`src/rtl/pfd_pkg.sv`:
```
package pfd_pkg;
  typedef enum logic [1:0] {
    ST_REL  = 2'b00,
    ST_UP   = 2'b01,
    ST_DOWN = 2'b10
  } pfd_state_t;
endpackage

```
`src/rtl/pfd_sync.sv`:
```
module pfd_sync #(
  parameter int STAGES = 2
) (
  input  logic clk,
  input  logic rst,
  input  logic d,
  output logic q
);
  logic [STAGES-1:0] chain;

  always_ff @(posedge clk) begin
    if (rst) chain <= '0;
    else     chain <= {chain[STAGES-2:0], d};
  end

  assign q = chain[STAGES-1];
endmodule

```
`src/rtl/pfd_edge.sv`:
```
module pfd_edge (
  input  logic clk,
  input  logic rst,
  input  logic lvl,
  output logic rise
);
  logic lvl_q;

  always_ff @(posedge clk) begin
    if (rst) lvl_q <= 1'b0;
    else     lvl_q <= lvl;
  end

  assign rise = lvl & ~lvl_q;
endmodule

```
`src/rtl/pfd_core.sv`:
```
module pfd_core
  import pfd_pkg::*;
(
  input  logic clk,
  input  logic rst,
  input  logic ref_rise,
  input  logic fb_rise,
  output logic drv_en,
  output logic drv_val,
  output logic lock_pulse
);
  pfd_state_t st_q, st_d;

  always_comb begin
    st_d = st_q;
    unique case (st_q)
      ST_REL: begin
        if (ref_rise && !fb_rise)      st_d = ST_UP;
        else if (fb_rise && !ref_rise) st_d = ST_DOWN;
      end
      ST_UP:   if (fb_rise)  st_d = ST_REL;
      ST_DOWN: if (ref_rise) st_d = ST_REL;
      default: st_d = ST_REL;
    endcase
  end

  always_ff @(posedge clk) begin
    if (rst) begin
      st_q       <= ST_REL;
      drv_en     <= 1'b0;
      drv_val    <= 1'b0;
      lock_pulse <= 1'b1;
    end else begin
      st_q       <= st_d;
      drv_en     <= (st_d != ST_REL);
      drv_val    <= (st_d == ST_UP);
      lock_pulse <= (st_d == ST_REL);
    end
  end
endmodule

```
`src/rtl/pfd_top.sv`:
```
module pfd_top #(
  parameter int SYNC_STAGES = 2
) (
  input  logic clk,
  input  logic rst,
  input  logic ref_in,
  input  logic fb_in,
  output logic drv_en,
  output logic drv_val,
  output logic lock_pulse
);
  localparam int NCH = 2;

  logic [NCH-1:0] raw, syn, rise;
  assign raw = {fb_in, ref_in};

  for (genvar i = 0; i < NCH; i++) begin : g_ch
    pfd_sync #(.STAGES(SYNC_STAGES)) u_sync (
      .clk(clk), .rst(rst), .d(raw[i]), .q(syn[i])
    );
    pfd_edge u_edge (
      .clk(clk), .rst(rst), .lvl(syn[i]), .rise(rise[i])
    );
  end

  pfd_core u_core (
    .clk(clk), .rst(rst),
    .ref_rise(rise[0]), .fb_rise(rise[1]),
    .drv_en(drv_en), .drv_val(drv_val), .lock_pulse(lock_pulse)
  );
endmodule

```
`config.mk`:
```
export PLATFORM = sky130hd
export DESIGN_NAME = pfd_top
export DESIGN_NICKNAME = d
export VERILOG_FILES = /design/src/rtl/pfd_pkg.sv /design/src/rtl/pfd_sync.sv /design/src/rtl/pfd_edge.sv /design/src/rtl/pfd_core.sv /design/src/rtl/pfd_top.sv
export SDC_FILE = /design/constraint.sdc
export NUM_CORES = 1
export LEC_CHECK = 0
export ABC_AREA = 1
export CORE_AREA = 2 2 39 41
export DETAILED_ROUTE_END_ITERATION = 16
export DIE_AREA = 0 0 41 43
export PLACE_DENSITY = 0.53
export RECOVER_POWER = 100
export SLEW_MARGIN = 20
export SYNTH_ARGS = -nofsm -noshare
export SYNTH_HDL_FRONTEND = slang
export SYNTH_SLANG_ARGS = --single-unit
```
`constraint.sdc`:
```
create_clock -name clk -period 0.8 [get_ports clk]
set_input_delay 0.08 -clock clk [delete_from_list [all_inputs] [get_ports clk]]
set_output_delay 0.08 -clock clk [all_outputs]
set_load 0.02 [all_outputs]
```
Word level (Yosys, flattened, before mapping)
Index checks and enable logic that the tools add are counted.
Storage, ports and cells
  bits in registers: 11
  bits of input ports: 4
  word-level logic and storage cells: 27
Cells by class
  eq/ne operators: 3
  mux-type cells: 5
  bitwise gates (word level): 4
  reduce and logical (&&, ||, !) cells: 7
Operators with widths (count)
  two-way mux 2 bit: 4
  one-hot mux 2 bit (3 select lines): 1
  == test 2 x 1 -> 1 bit, second input constant: 2
  logical NOT 2 bit: 2
  bitwise AND 1 bit: 2
  == test 2 bit, second input constant: 1
  logical AND 1 bit: 2
  logical NOT 1 bit: 2
  inverter 1 bit: 2
  nonzero test 2 bit: 1

Longest topological paths before layout
Gate-level depths: netlist of run 1.
  word-level depth: 8
  mapped depth: 6

Hierarchy
Synthesis of run 1 repeated with hierarchy kept, for this count alone.
Second synthesis, totals
  cells, all modules: 44
  area total of the unflattened synthesis: 354.1 um2
Modules (own cells, without submodules)
  pfd_core: times used 1, cells each 24, area each 181.4 um2, sequential area each 100.1 um2
  pfd_sync: times used 2, cells each 6, area each 55.1 um2, sequential area each 40.0 um2
  pfd_edge: times used 2, cells each 4, area each 31.3 um2, sequential area each 20.0 um2

Worst setup path after synthesis of run 1
OpenSTA, ideal clock, no wires.
  path kind: register -> register
  start: register g_ch[0].u_sync.chain[1]
  end: register u_core.lock_pulse
  setup time: 0.113 ns
  arrival time: 0.649 ns
  data required time: 0.687 ns
  path slack: 0.038 ns
  stages on the path, launching flop included: 6
  path buffers: 0
  cell sequence: dfxtp_1 > nand2_1 > nand2_1 > inv_2 > nor2_2 > nor2_2
On the way
  cells in the longest elaborated chain, start to end: 7
Ends and longest elaborated chain
  start: declaration: RTL line pfd_sync.sv:9  | logic [STAGES-1:0] chain;
  start signal: assignment: RTL line pfd_sync.sv:13  | else chain <= {chain[STAGES-2:0], d};
  bitwise AND 1 bit *: RTL line pfd_edge.sv:14  | assign rise = lvl & ~lvl_q;
  logical NOT 1 bit: RTL line pfd_core.sv:19  | else if (fb_rise && !ref_rise) st_d = ST_DOWN;
  logical AND 1 bit: RTL line pfd_core.sv:19
  two-way mux 2 bit: RTL line pfd_core.sv:19
  two-way mux 2 bit: RTL line pfd_core.sv:18  | if (ref_rise && !fb_rise) st_d = ST_UP;
  one-hot mux 2 bit (3 select lines) *: RTL line pfd_core.sv:16  | unique case (st_q)
  logical NOT 2 bit *: RTL line pfd_core.sv:37  | lock_pulse <= (st_d == ST_REL);
  end signal: assignment: RTL line pfd_core.sv:37
  end: declaration: RTL line pfd_core.sv:10  | output logic lock_pulse
Mark *: on every way between the ends. The rest lies on a longest branch, timed or not.
A chain may end at the register's enable or synchronous reset.

Worst setup path in the final report of run 1
  start: register u_core.lock_pulse
  end: output port lock_pulse
RTL lines
  end: declaration: RTL line pfd_top.sv:10  | output logic lock_pulse
No word-level cell between the ends.

==> results.ini, run 1 <==
[run_status]
status=completed

[global_route]
grt_max_degree=7
grt_pass1_wl_um=814
antenna_found_initial=0
track_usage_pct=7.85
gr-total-overflow=0
grt_pass1_vias=217

[timing]
min_period_ns=0.780
hold_slack_ns=0.329
max-slew-margin-rel_pct=84.5
fin_worst_skew_ns=0.00390
slew_violations=0
rsz0062_at_grt=yes
finalHoldViolCount=0
fmax_ghz=1.28
worst_pin_slew_ns=0.233
finalSetupViolations=0
fin_crit_sh_pct=97.5
tns_ns=0

[floorplanning]
die-area_um2=1760
rows=14
core_um2=1380
die_w_um=41
fp.dieH_um=43
initial_core_util_pct=27.1
io_pins=7

[place]
portBuffers=6
placedInstanceArea_um2=463
hpwl_um=352
gp_congestion=0.694
dp.cells=66

[cts]
cts_root_buf=clkbuf_4
cts-buffers-inserted=3
cts_setup_buffers=0
path_clk_slew_ns=0.07
cts_tree=yes
postCtsHoldBufs=0
cts_sinks=11
clock_path_buffers=2
insertion_delay_ns=0.26
htreeDepth=1

[synth]
ys_seq_area_share_pct=58.7
yosysWarnings=0
synthesis.area_um2=375
ys_types=9
synthesis.nets=47
avgSynthCellArea_um2=8.73
synth_cells=43
synth_seq_cells=11

[setup_path]
slowest_stage=dfxtp_2
critPathKind=flip-flop to output pin
crit_buf_inv=1
cp.arrival_ns=0.70
critPathRequiredTime_ns=0.72
crit_chain=buf_6
crit_family=flip-flops
cpPeakStageDelay_ns=0.32
cp_max_fo=1
startpoint_type=flip-flop
reg2reg_slack_ns=0.03
end_kind=output pin

[route]
vias_per_cell=3.91
drc_errors=0
dr.pass1.iters=2
wl_per_cell_um=6.90
drtAntennaViolNets=0
routed_wirelength_um=483
drtIter0Drc=1
via_count=274

[min_path]
hp-class=primary input to flip-flop

[final_layout]
final_cells=70
postLayoutCellArea_um2=513
layout_common_cells=inv_1 (8), dfxtp_1 (8), nor2_1 (7), inv_2 (4)
layout-area-overhead-vs-synth_pct=36.7
n_antenna_cell=0
nets=59
fillers=144
drive_above_1_share_pct=40.7

[pwr]
powerDensity_nw_per_um2=2120
irDropWorstVdd_v=0.000843
p_leak_nw=0.226

[job]
maxCapViolations=0

[cells in the mapped netlist, drive strengths merged]
cell / number / area [µm²]
inv: 12 / 45.1
dfxtp: 11 / 220
nor2: 10 / 45.1
nand2: 5 / 18.8
nand3: 4 / 30.0
a21oi: 1 / 16.3
[metal layers]
metal / global-route usage, % / up-vias / routed length [µm]
li1: - / 147 / -
met1: 8.44 / 116 / 196
met2: 8.75 / 11 / 240
met3: 9.42 / 0 / 47
met4: 4.00 / 0 / 0
met5: 0 / - / 0
[registers in the layout (all words and copies together) (netlist names)]
register / flops
g_ch.u_edge.lvl_q: 2
g_ch.u_sync.chain: 4
u_core.drv_en: 1
u_core.drv_val: 1
u_core.lock_pulse: 1
u_core.st_q: 2
[what timing repair did]
action,4_1_cts,5_1_grt
setup endpoints to repair,4,5
endpoints found under the hold margin,0,0
gates resized for setup,17,11
[metrics by stage]
stage / setup slack [ns] / power (mW) / util [%]
finish: 0.0202 / 1.09 / 37.1
global route: -0.0295 / 1.18 / 37.1
CTS: 0.000407 / 1.09 / 35.4
detailed placement: -0.180 / 0.718 / 33.5
global placement: -0.198 / 0.718 / 33.5
floorplan: 0.0377 / 0.667 / -
[kinds of logic after synthesis]
kind of cell / count (synthesis) / synth area share (%)
buffers and inverters: 12 / 12.0
flip-flops: 11 / 58.7
AND/OR/NAND/NOR: 19 / 25.0
AO/OA/AOI/OAI: 1 / 4.33
[worst paths after layout]
kind                                                end                    start  cells after the start
worst max-delay path                         lock_pulse        u_core.lock_pulse                      1
worst min-delay path            g_ch[1].u_sync.chain[0]                    fb_in                      3
worst max register to register        u_core.lock_pulse  g_ch[0].u_sync.chain[1]                      5
worst min register to register  g_ch[0].u_sync.chain[1]  g_ch[0].u_sync.chain[0]                      2
[where the power goes]
part | switching [mW] | internal, mW
sequential | 0.0141 | 0.578
combinational | 0.0662 | 0.0638
clock | 0.173 | 0.193
[area by class of cell]
type	count	area, µm²	share of cell area [%]
timing repair buffer	7	67.6	13.2
multi-input combinational	20	130	25.4
sequential	11	224	43.7
clock buffer	4	26.3	5.12
tap	16	20.0	3.90
inverter	12	45.0	8.78
Power figures use the tool's default switching activity.
==> inputs of run 2 (changes only) <==
Settings changed: CELL_PAD_IN_SITES_DETAIL_PLACEMENT from default to 1, CELL_PAD_IN_SITES_GLOBAL_PLACEMENT from default to 1, PLACE_DENSITY 0.53 to 0.66.
==> results.ini, run 2 (same netlist as run 1, synthesis figures left out) <==
[pwr]
p_leak_nw=0.228  ; +0.89%
powerDensity_nw_per_um2=2140  ; +1.0%
totalPowerFinal_mw=1.09  ; +0.55%
irDropWorstVdd_v=0.000625  ; -26%

[global_route]
grt_pass1_wl_um=1150  ; +42%
grt_max_degree=7  ; unchanged
antenna_found_initial=0  ; unchanged
track_usage_pct=9.97  ; +2.1 points
grt_pass1_vias=299  ; +38%
gr-total-overflow=0  ; unchanged

[timing]
fmax_ghz=1.24  ; -3.3%
max-slew-margin-rel_pct=83.5  ; -0.96 points
fin_ws_ns=-0.00641  ; -0.0266 ns
rsz0062_at_grt=yes
fin_worst_skew_ns=0.000837  ; -0.00306 ns
slew_violations=0  ; unchanged
min_period_ns=0.806  ; +0.0266 ns
hold_slack_ns=0.331  ; +0.00263 ns
finalHoldViolCount=0  ; unchanged
worst_pin_slew_ns=0.248  ; +0.0144 ns
fin_crit_sh_pct=101  ; +3.3 points
finalSetupViolations=1  ; +1

[setup_path]
r2r-end=u_core.lock_pulse
reg2reg_slack_ns=-0.006  ; -0.04 ns
cp-startpoint=u_core.st_q[1]
cp_max_fo=2  ; +1
critPathCapture=u_core.lock_pulse
cp.arrival_ns=0.97  ; +0.27 ns
critPathRequiredTime_ns=0.96  ; +0.24 ns
end_kind=flip-flop
reg2reg_from=u_core.st_q[1]
worst-r2r-cell-count=4  ; -1
startpoint_type=flip-flop
critPathKind=flip-flop to flip-flop

[final_layout]
largestRegisters=g_ch.u_sync.chain x4, g_ch.u_edge.lvl_q x2, u_core.st_q x2
drive_above_1_share_pct=48.1  ; +7.4 points
n_antenna_cell=0  ; unchanged
nets=59  ; unchanged
largest_reg_flops=4  ; unchanged
postLayoutCellArea_um2=510  ; -0.49%
final_common_cell=inv_1
fillers=174  ; +21%
layout-area-overhead-vs-synth_pct=36.0
layout_common_cells=inv_1 (8), nor2_1 (7), dfxtp_2 (7), inv_2 (4), dfxtp_1 (4)
regMostFlops=g_ch.u_sync.chain

[run_status]
status=finished with violations
violations=negative setup slack

[cts]
cts-buffers-inserted=3  ; unchanged
cts_root_buf=clkbuf_4
htreeDepth=1  ; unchanged
cts_tree=yes
clock_path_buffers=2  ; unchanged
path_clk_slew_ns=0.07  ; about the same
insertion_delay_ns=0.26  ; about the same
cts_setup_buffers=0  ; unchanged
cts_sinks=11  ; unchanged

[min_path]
hp-class=primary input to flip-flop

[floorplanning]
rows=14  ; unchanged
io_pins=7  ; unchanged
die_w_um=41  ; unchanged
fp.dieH_um=43  ; unchanged
die-area_um2=1760  ; unchanged
core_um2=1380  ; unchanged
initial_core_util_pct=27.1  ; unchanged

[place]
portBuffers=6  ; unchanged
gp_congestion=0.645  ; -7.1%
placedInstanceArea_um2=463  ; unchanged
hpwl_um=472  ; +34%

[route]
drtIter0Drc=0  ; -1
drc_errors=0  ; unchanged
routed_wirelength_um=631  ; +31%
via_count=282  ; +2.9%
vias_per_cell=4.03  ; +2.9%
wl_per_cell_um=9.01  ; +31%
dr.pass1.iters=1  ; -1
drtAntennaViolNets=0  ; unchanged

[job]
maxCapViolations=0  ; unchanged

[run 2: cell counts in the layout (fill, tap and decap cells not counted)]
Identical to the previous run, type by type.
[run 2: worst max-delay path, stage by stage, from the launching register on]
cell and delay, ns:
dfxtp_2 0.34, inv_1 0.09, nand3_2 0.11, nor2_4 0.13, nor2_2 0.03
[run 2: how the worst min path moves through the flow]
| stage | start | endpoint | depth (start not counted) |
|---|---|---|---|
| finish | ref_in | g_ch[0].u_sync.chain[0] | 3 |
| CTS | ref_in | g_ch[0].u_sync.chain[0] | 3 |
| floorplan | rst | g_ch[0].u_sync.chain[0] | 1 |
| detailed placement | g_ch[1].u_sync.chain[0] | g_ch[1].u_sync.chain[1] | 2 |
| global route | ref_in | g_ch[0].u_sync.chain[0] | 3 |
| global placement | g_ch[1].u_sync.chain[0] | g_ch[1].u_sync.chain[1] | 2 |
[run 2: layout make-up]
class | count | area, µm² | area share, %
well taps | 16 | 20.0 | 3.92
multi-input cells | 20 | 123 | 24.0
clock buffers | 4 | 26.3 | 5.15
inverters | 12 | 45.0 | 8.82
repair buffers | 7 | 67.6 | 13.2
flip-flops and latches | 11 | 229 | 44.9
[run 2: where the power goes]
part	leakage, nW	switching, mW	internal, mW	total [mW]
combinational	0.119	0.0675	0.0609	0.128
clock	0.0150	0.179	0.193	0.372
sequential	0.0933	0.0144	0.579	0.593
total	0.228	0.261	0.832	1.09
[run 2: timing repair]
| action | in CTS | in global routing |
|---|---|---|
| hold endpoints to repair | 0 | 0 |
| hold buffers | 0 | 0 |
| pin swaps | 1 | 3 |
| gates resized for setup | 21 | 11 |
| endpoints found under the setup margin | 4 | 6 |
[run 2: per-stage QoR]
stage / utilization (%) / setup slack (ns) / TNS, ns / cells
after floorplan: - / 0.0377 / 0 / 43
after global placement: 33.5 / -0.206 / -1.67 / 66
after detailed placement: 33.5 / -0.211 / -1.72 / 66
after CTS: 35.9 / 0.00184 / 0 / 70
after global routing: 36.9 / -0.0403 / -0.119 / 70
final: 36.9 / -0.00641 / -0.00641 / 70
[run 2: layer usage]
| metal | vias up | share of wire [%] | GRT usage (%) |
|---|---|---|---|
| li1 | 144 | - | - |
| met1 | 127 | 41 | 12.0 |
| met2 | 9 | 51 | 13.8 |
| met3 | 2 | 5.9 | 6.28 |
| met4 | 0 | 1.7 | 4.00 |
| met5 | - | 0 | 0 |
==> inputs of run 3 (changes only) <==
Settings changed: CAP_MARGIN from default to 20, SETUP_SLACK_MARGIN from default to 0.4.
==> results.ini, run 3 (same netlist as run 1, synthesis figures left out) <==
[run_status]
status=finished with violations
violations=negative setup slack

[final_layout]
final_cells=70  ; unchanged
nets=59  ; unchanged
n_antenna_cell=0  ; unchanged
layout_common_cells=inv_2 (7), nor2_1 (6), inv_1 (5), dfxtp_2 (5)
final_common_cell=inv_2
largest_reg_flops=4  ; unchanged
largestRegisters=g_ch.u_sync.chain x4, g_ch.u_edge.lvl_q x2, u_core.st_q x2
fin_util_pct=39.1  ; +2.2 points
drive_above_1_share_pct=61.1  ; +13 points
regMostFlops=g_ch.u_sync.chain
layout-area-overhead-vs-synth_pct=44.0

[global_route]
antenna_found_initial=0  ; unchanged
track_usage_pct=10.5  ; +0.54 points
gr-total-overflow=0  ; unchanged
grt_pass1_vias=265  ; -11%
grt_pass1_wl_um=1140  ; -1.2%
grt_max_degree=7  ; unchanged

[timing]
tns_ns=-0.00428  ; +0.00213 ns
fin_crit_sh_pct=101  ; -0.27 points
min_period_ns=0.804  ; -0.00213 ns
slew_violations=0  ; unchanged
fin_worst_skew_ns=0.000953  ; +0.000116 ns
rsz0062_at_grt=yes
worst_pin_slew_ns=0.270  ; +0.0224 ns
max-slew-margin-rel_pct=82.0  ; -1.5 points
finalSetupViolations=1  ; unchanged
fmax_ghz=1.24  ; +0.27%
fin_ws_ns=-0.00428  ; +0.00213 ns
finalHoldViolCount=0  ; unchanged

[route]
top_layer_used=met4
vias_per_cell=4.19  ; +3.9%
via_count=293  ; +3.9%
wl_met3_um=42  ; +14%
dr_wl_met2_um=370  ; +14%
drtAntennaViolNets=0  ; unchanged
dr.pass1.iters=1  ; unchanged
drc_errors=0  ; unchanged
routed_wirelength_um=673  ; +6.7%
wl_per_cell_um=9.61  ; +6.7%
drt-met1-wl_um=247  ; -3.9%
drtIter0Drc=0  ; unchanged

[setup_path]
cp-startpoint=g_ch[1].u_sync.chain[1]
crit_family=flip-flops
startpoint_type=flip-flop
cp_max_fo=3  ; +1
end_kind=flip-flop
reg2reg_from=g_ch[1].u_sync.chain[1]
critPathCapture=u_core.lock_pulse
cpPeakStageDelay_ns=0.36  ; +0.02 ns
worst-r2r-cell-count=4  ; unchanged
reg2reg_slack_ns=-0.004  ; about the same
crit_buf_inv=0  ; -1
critPathKind=flip-flop to flip-flop
critPathRequiredTime_ns=0.96  ; about the same
r2r-end=u_core.lock_pulse
crit_chain=nand2_2, nand3_4, nor2_4, nor2_2
slowest_stage=dfxtp_4
crit_cells=4  ; unchanged
cp.arrival_ns=0.96  ; about the same

[min_path]
min-delay-start=fb_in
hp-class=primary input to flip-flop
worstHoldPathCells=3  ; unchanged

[place]
hpwl_um=446  ; -5.5%
portBuffers=6  ; unchanged
dp.cells=66  ; unchanged
place_ws_ns=-0.239  ; -0.0275 ns
gp_congestion=0.692  ; +7.3%

[cts]
cts_tree=yes
insertion_delay_ns=0.26  ; about the same
cts-buffers-inserted=3  ; unchanged
cts_root_buf=clkbuf_4
cts_sinks=11  ; unchanged
postCtsHoldBufs=0  ; unchanged
clock_path_buffers=2  ; unchanged
htreeDepth=1  ; unchanged
path_clk_slew_ns=0.06  ; about the same

[floorplanning]
fp.dieH_um=43  ; unchanged
io_pins=7  ; unchanged
die-area_um2=1760  ; unchanged
rows=14  ; unchanged
die_w_um=41  ; unchanged
initial_core_util_pct=27.1  ; unchanged
core_um2=1380  ; unchanged

[job]
maxCapViolations=0  ; unchanged

[pwr]
irDropWorstVdd_v=0.00131  ; +110%
p_leak_nw=0.234  ; +3.0%
totalPowerFinal_mw=1.09  ; about the same
powerDensity_nw_per_um2=2020  ; -5.6%

## run 3: timing repair
action / 4_1_cts / 5_1_grt
endpoints found under the setup margin: 14 / 12
gates resized for setup: 30 / 8
pin swaps: 6 / 2
setup buffers: 0 / 0
## run 3: layout make-up
cell class,instances,area [µm²]
Clock buffer,4,26.3
Fill cell,168,843
Inverter,12,45.0
Multi-Input combinational cell,20,148
Sequential cell,11,238
Tap cell,16,20.0
Timing Repair Buffer,7,63.8
## run 3: stage by stage
step	hold WS (ns)	area, µm²
3_3_place_gp	0.383	477
5_1_grt	0.154	541
2_1_floorplan	0.144	389
4_1_cts	0.147	527
6_report	0.152	541
3_5_place_dp	0.394	477
## run 3: worst min-delay path by stage
stage          slack, ns                      end
3_3_place_gp        0.38  g_ch[0].u_sync.chain[1]
6_report            0.15  g_ch[1].u_sync.chain[0]
4_1_cts             0.15  g_ch[1].u_sync.chain[0]
3_5_place_dp        0.39  g_ch[1].u_sync.chain[1]
5_1_grt             0.15  g_ch[0].u_sync.chain[0]
2_1_floorplan       0.14  g_ch[0].u_sync.chain[1]
## run 3: routing by layer
| layer | track usage [%] | vias to the layer above |
|---|---|---|
| met3 | 6.28 | 2 |
| met4 | 8.00 | 0 |
| met5 | 0 | - |
| met1 | 11.5 | 136 |
| met2 | 14.1 | 10 |
| li1 | - | 145 |
## run 3: worst min-delay path: stages
cell and delay, ns:
dlygate4sd2_1 0.19, inv_1 0.03, nor2_1 0.08
## run 3: power breakdown
part / total, mW / internal [mW] / switching, mW
Combinational: 0.140 / 0.0615 / 0.0789
Clock: 0.363 / 0.193 / 0.170
Sequential: 0.589 / 0.574 / 0.0151
Total: 1.09 / 0.829 / 0.264
